File: src/rtl/errcnt_pkg.sv
package errcnt_pkg;

    parameter int CNT_W       = 16;
    parameter int DATA_W      = 64;
    parameter int NUM_CH      = 4;
    parameter int ADDR_W      = 16;
    parameter int STRIDE_LOG2 = 12;

    localparam int USED_W = CNT_W + 2;

    // Packed MSB first: enable at bit CNT_W+1, arm flag at CNT_W, count below.
    typedef struct packed {
        logic             enb;
        logic             valid;
        logic [CNT_W-1:0] count;
    } ctrl_word_t;

    function automatic logic [DATA_W-1:0] pack_word(input ctrl_word_t w);
        return {{(DATA_W-USED_W){1'b0}}, w};
    endfunction

    function automatic ctrl_word_t unpack_word(input logic [DATA_W-1:0] d);
        return ctrl_word_t'(d[USED_W-1:0]);
    endfunction

endpackage

File: src/rtl/errcnt_decode.sv
module errcnt_decode #(
    parameter int ADDR_W      = 16,
    parameter int NUM_CH      = 4,
    parameter int STRIDE_LOG2 = 12
) (
    input  logic [ADDR_W-1:0] addr,
    output logic              hit,
    output logic [NUM_CH-1:0] page_sel
);
    logic [ADDR_W-1:0] page;
    logic              aligned;

    assign page    = addr >> STRIDE_LOG2;
    assign aligned = (addr[STRIDE_LOG2-1:0] == '0);
    assign hit     = aligned && (page < ADDR_W'(NUM_CH));

    for (genvar g = 0; g < NUM_CH; g++) begin : g_sel
        assign page_sel[g] = hit && (page == ADDR_W'(g));
    end
endmodule

File: src/rtl/errcnt_channel.sv
module errcnt_channel
    import errcnt_pkg::*;
(
    input  logic       clk,
    input  logic       rst,
    input  logic       wr_en,
    input  ctrl_word_t wr_word,
    input  logic       chunk_err,
    output ctrl_word_t word,
    output logic       irq
);
    ctrl_word_t word_q;
    logic       irq_q;
    logic       step;
    logic       last_step;

    assign step      = word_q.valid && chunk_err && (word_q.count != '0);
    assign last_step = step && (word_q.count == CNT_W'(1));

    always_ff @(posedge clk) begin
        if (rst) begin
            word_q <= '0;
            irq_q  <= 1'b0;
        end else begin
            irq_q <= 1'b0;
            if (wr_en) begin
                word_q <= wr_word;
            end else if (step) begin
                word_q.count <= word_q.count - CNT_W'(1);
                if (last_step) begin
                    word_q.valid <= 1'b0;
                    irq_q        <= word_q.enb;
                end
            end
        end
    end

    assign word = word_q;
    assign irq  = irq_q;
endmodule

File: src/rtl/errcnt_bank.sv
module errcnt_bank
    import errcnt_pkg::*;
#(
    parameter int N_CH   = NUM_CH,
    parameter int A_W    = ADDR_W,
    parameter int STRIDE = STRIDE_LOG2
) (
    input  logic              clk,
    input  logic              rst,
    input  logic              bus_sel,
    input  logic              bus_we,
    input  logic [A_W-1:0]    bus_addr,
    input  logic [DATA_W-1:0] bus_wdata,
    output logic [DATA_W-1:0] bus_rdata,
    input  logic [N_CH-1:0]   chunk_err,
    output logic [N_CH-1:0]   irq
);
    logic                       hit;
    logic [N_CH-1:0]            page_sel;
    logic [N_CH-1:0]            wr_sel;
    ctrl_word_t                 wr_word;
    ctrl_word_t                 words [N_CH];
    ctrl_word_t                 rd_word;
    logic [DATA_W-1:0]          rdata_q;
    logic [N_CH-1:0][CNT_W-1:0] ch_count;
    logic [N_CH-1:0]            ch_valid;
    logic [N_CH-1:0]            ch_enb;

    errcnt_decode #(.ADDR_W(A_W), .NUM_CH(N_CH), .STRIDE_LOG2(STRIDE)) u_dec (
        .addr     (bus_addr),
        .hit      (hit),
        .page_sel (page_sel)
    );

    assign wr_sel  = page_sel & {N_CH{bus_sel && bus_we}};
    assign wr_word = unpack_word(bus_wdata);

    for (genvar g = 0; g < N_CH; g++) begin : g_ch
        errcnt_channel u_ch (
            .clk       (clk),
            .rst       (rst),
            .wr_en     (wr_sel[g]),
            .wr_word   (wr_word),
            .chunk_err (chunk_err[g]),
            .word      (words[g]),
            .irq       (irq[g])
        );
        assign ch_count[g] = words[g].count;
        assign ch_valid[g] = words[g].valid;
        assign ch_enb[g]   = words[g].enb;
    end

    always_comb begin
        rd_word = '0;
        for (int i = 0; i < N_CH; i++) begin
            if (page_sel[i]) rd_word = rd_word | words[i];
        end
    end

    always_ff @(posedge clk) begin
        if (rst) rdata_q <= '0;
        else     rdata_q <= (bus_sel && !bus_we && hit) ? pack_word(rd_word) : '0;
    end

    assign bus_rdata = rdata_q;
endmodule

File: config.mk
export PLATFORM = sky130hd
export DESIGN_NAME = errcnt_bank
export DESIGN_NICKNAME = d
export VERILOG_FILES = /design/src/rtl/errcnt_pkg.sv /design/src/rtl/errcnt_decode.sv /design/src/rtl/errcnt_channel.sv /design/src/rtl/errcnt_bank.sv
export SDC_FILE = /design/constraint.sdc
export NUM_CORES = 1
export LEC_CHECK = 0
export ABC_AREA = 1
export ABC_CLOCK_PERIOD_IN_PS = 2000
export CAP_MARGIN = 5
export CORE_ASPECT_RATIO = 1.4
export CORE_MARGIN = 1
export CORE_UTILIZATION = 45
export CTS_CLUSTER_DIAMETER = 100
export CTS_CLUSTER_SIZE = 40
export DETAILED_ROUTE_END_ITERATION = 10
export PLACE_DENSITY = 0.82
export SYNTH_ARGS = -nofsm -noshare
export SYNTH_HDL_FRONTEND = slang
export SYNTH_SLANG_ARGS = --single-unit
File: constraint.sdc
create_clock -name clk -period 2 [get_ports clk]
set_input_delay 0.4 -clock clk [delete_from_list [all_inputs] [get_ports clk]]
set_output_delay 0.4 -clock clk [all_outputs]
set_load 0.005 [all_outputs]
==> summary.json <==
{
  "power": {
    "power.switching_mw": 1.03,
    "power.internal_mw": 2.97,
    "share_seq_of_total_power": 0.467,
    "clock_power_share": 0.469,
    "peakVddDrop_mv": 0.372,
    "leakage_nw": 4.18,
    "netSwitchingFraction": 0.258,
    "p_comb_frac": 0.064,
    "pwr_density_cell_nw_per_um2": 485,
    "report.power.total_mw": 4.00
  },
  "finish": {
    "design.final.nets": 1343,
    "diodes": 0,
    "area_growth_syn_to_layout_pct": 21.3,
    "num-fill-cells": 1448,
    "layoutNonFillerInstCount": 1441,
    "layout-drive-gt1-share": 0.0935
  },
  "synth": {
    "syn_area_cell_um2": 5.90,
    "synthesis.yosys.warnings": 0,
    "synth-async-reset-ratio": 0,
    "yosysTopAreaCell": "sky130_fd_sc_hd__dfxtp_1",
    "area_share_of_the_leading_cell_type_in_the_synthesized_netlist": 0.277,
    "post_synth_instance_area_um2": 6800,
    "syn_inst": 1152,
    "predominant_post_synthesis_flop_cell": "sky130_fd_sc_hd__dfxtp_1",
    "synth_seq_cells": 94,
    "seq_area_frac_synth": 0.277,
    "yosys-top-cells-area": "sky130_fd_sc_hd__dfxtp_1, sky130_fd_sc_hd__nand2_1, sky130_fd_sc_hd__nand3_1",
    "synth_most_common_cell": "sky130_fd_sc_hd__nand2_1",
    "post_synth_edffs": 0,
    "netlist_top_cells_count": "sky130_fd_sc_hd__nand2_1, sky130_fd_sc_hd__nand3_1, sky130_fd_sc_hd__nor2_1, sky130_fd_sc_hd__inv_1, sky130_fd_sc_hd__dfxtp_1",
    "synth_cell_types": 29
  },
  "die": {
    "fp.coreArea_um2": 14600,
    "initial_util": 0.465,
    "die_h_um": 147,
    "std_cell_rows": 52,
    "overall_die_area_um2": 15600,
    "top_level_ports": 156,
    "chipWidth_um": 106
  },
  "timing": {
    "rsz0062_at_grt": "false",
    "setup-violations-final": 0,
    "tightestPinTransition_ns": 0.527,
    "finalHoldViolations": 0,
    "slew_headroom": 0.647,
    "finalMaxSlewViolations": 0,
    "postLayoutSetupSlackWorst_ns": 0.0918,
    "timing.final.crit_share": 0.954,
    "achievable-frequency_ghz": 0.524,
    "finalHoldWorstSlack_ns": 0.484,
    "clock_skew_ns": 0.00918,
    "period_minus_slack_ns": 1.91
  },
  "setup_path": {
    "arrival_ns": 2.20,
    "worstReg2RegStart": "g_ch[2].u_ch.word[0]$_SDFFE_PP0P_",
    "crit_path_max_incr_delay_ns": 0.39,
    "endpoint_kind": "flip-flop",
    "critical-path-slowest-cell": "sky130_fd_sc_hd__clkdlybuf4s50_1",
    "crit_chain": "clkdlybuf4s50_1 > nor2_1 > nand2_1 > nor2_4 > buf_4 > nand2_2 > inv_2 > nand3_1 > o21ai_0 > nor2_1 > nor2_1",
    "timing.reg2reg.setup_slack_ns": 0.16,
    "setup.worst_path.class": "in2reg",
    "r2r_end": "g_ch[2].u_ch.word[16]$_SDFFE_PP0P_",
    "number_of_cells_on_the_worst_reg_to_reg_path": 10,
    "timing.critical_path.mode_cell": "sky130_fd_sc_hd__nor2_1",
    "required_ns": 2.29,
    "startpoint_type": "input pin",
    "critPathMaxFanout": 6
  },
  "placed_design": {
    "place_congestion": 0.984,
    "preCtsSetupSlack_ns": -0.280,
    "placedCellCount": 1423,
    "portBuffers": 63,
    "dp_hpwl_mm": 16.6
  },
  "drt": {
    "drc_errors": 0,
    "num_vias": 7655,
    "routed_wire_length_per_instance_um": 15.6,
    "ant_nets": 0,
    "drt_wl_total_mm": 22.5,
    "routed_via_density": 5.31,
    "drt-pass1-iter-count": 5,
    "detail_route.iter0.violations": 482
  },
  "grt": {
    "grt_start_max_net_pins": 45,
    "gr-total-overflow": 0,
    "grt_usage": 0.289,
    "first_global_vias": 6880,
    "grt_first_pass_wirelength_mm": 34.9,
    "number_of_antenna_violations_at_the_first_check_in_global_routing": 0
  },
  "hold_path": {
    "timing.hold.worst_endpoint": "g_ch[0].u_ch.word[16]$_SDFFE_PP0P_",
    "hold_path_depth": 2,
    "hold_path_class": "reg2reg",
    "hold_path_startpoint": "g_ch[0].u_ch.word[16]$_SDFFE_PP0P_"
  },
  "clock_tree": {
    "cts_buffer_depth": 2,
    "tritoncts_num_sinks": 94,
    "tritoncts_clock_tree": "done",
    "cts-htree-levels": 3,
    "clock_latency_ns": 0.36,
    "clk_pin_slew_worst_paths_ns": 0.07,
    "root_buffer": "sky130_fd_sc_hd__clkbuf_16",
    "cts_inserted_buffers": 9
  },
  "run_status": {
    "run_status": "finished clean"
  },
  "run": {
    "cap_viol_max_count": 0
  }
}
flip-flops by register name (all words and copies together) (netlist names):
name            count
g_ch.u_ch.word     72
bus_rdata          18
g_ch.u_ch.irq       4
layout by cell type (no fill, tap or decap), types with 3 or more instances in the layout:
cell,count
sky130_fd_sc_hd__nand2_2,7
sky130_fd_sc_hd__nand2_1,314
sky130_fd_sc_hd__nor2_1,176
sky130_fd_sc_hd__clkdlybuf4s50_1,63
sky130_fd_sc_hd__nand3b_1,8
sky130_fd_sc_hd__xor2_1,26
sky130_fd_sc_hd__dfxtp_1,94
sky130_fd_sc_hd__nor3_1,3
sky130_fd_sc_hd__clkbuf_16,9
sky130_fd_sc_hd__buf_12,11
sky130_fd_sc_hd__nand3_1,216
sky130_fd_sc_hd__conb_1,46
sky130_fd_sc_hd__nor2_2,8
sky130_fd_sc_hd__nor2_4,4
sky130_fd_sc_hd__nand4_1,5
sky130_fd_sc_hd__ha_1,8
sky130_fd_sc_hd__o21ai_0,35
sky130_fd_sc_hd__o21ai_1,11
sky130_fd_sc_hd__a21oi_1,23
sky130_fd_sc_hd__buf_4,56
sky130_fd_sc_hd__inv_1,102
sky130_fd_sc_hd__inv_2,8
cell families after synthesis:
logic type	Yosys count	synth area share
xor gates and xnor gates	28	0.0361
AOI/OAI and AO/OA	69	0.0508
DFF	94	0.277
adders and majority gates	8	0.0147
and+or+nand+nor	748	0.473
buffers and inverters	204	0.148
other	1	0.000551
layout make-up:
class	count	area (um2)	area share
flip-flops and latches	94	1880	0.228
multi-input cells	899	4110	0.498
clock inverters	7	91.3	0.0111
repair buffers	132	1290	0.156
inverters	111	417	0.0505
clock buffers	9	225	0.0273
well taps	189	236	0.0287
metrics by stage:
| step | utilization | cell area (um2) | setup TNS, ns |
|---|---|---|---|
| after global routing | 0.563 | 8250 | 0 |
| final | 0.563 | 8250 | 0 |
| after global placement | 0.539 | 7890 | -13.77 |
| after detailed placement | 0.539 | 7890 | -15.61 |
| after floorplan | - | 6970 | 0 |
| after CTS | 0.560 | 8200 | 0 |
worst max-delay path: cells and delay by family:
| family | cells | cell delay [ns] |
|---|---|---|
| compound gates | 1 | 0.30 |
| buf+inv | 3 | 0.64 |
| simple gates | 7 | 0.86 |
layer usage:
metal / part of all wire / up-vias / track usage
li1: - / 3750 / -
met1: 0.37 / 3391 / 0.336
met2: 0.47 / 423 / 0.495
met3: 0.089 / 91 / 0.0366
met4: 0.069 / 0 / 0.194
met5: 0 / - / 0
power by group through the flow:
stage | combinational (mW) | sequential (mW) | clock, mW
2_1_floorplan | 0.141 | 1.91 | 0
3_3_place_gp | 0.242 | 1.91 | 0
3_5_place_dp | 0.243 | 1.91 | 0
4_1_cts | 0.244 | 1.87 | 1.87
5_1_grt | 0.266 | 1.87 | 1.95
6_report | 0.255 | 1.87 | 1.88
repair_timing:
action,4_1_cts,5_1_grt
gates resized for setup,0,12
setup endpoints to repair,0,39
buffers inserted,0,1
hold buffers,0,0
worst max-delay path by stage:
stage | depth (start not counted) | endpoint | from
after floorplan | 11 | g_ch[2].u_ch.word[9]$_SDFFE_PP0P_ | g_ch[2].u_ch.word[0]$_SDFFE_PP0P_
after global placement | 11 | bus_rdata[5]$_SDFF_PP0_ | bus_addr[3]
after detailed placement | 12 | g_ch[2].u_ch.word[12]$_SDFFE_PP0P_ | bus_addr[1]
after CTS | 12 | bus_rdata[0]$_SDFF_PP0_ | bus_addr[1]
after global routing | 12 | bus_rdata[0]$_SDFF_PP0_ | bus_addr[15]
final | 11 | bus_rdata[8]$_SDFF_PP0_ | bus_addr[11]
Note: power is estimated with default switching activity, not from simulation.
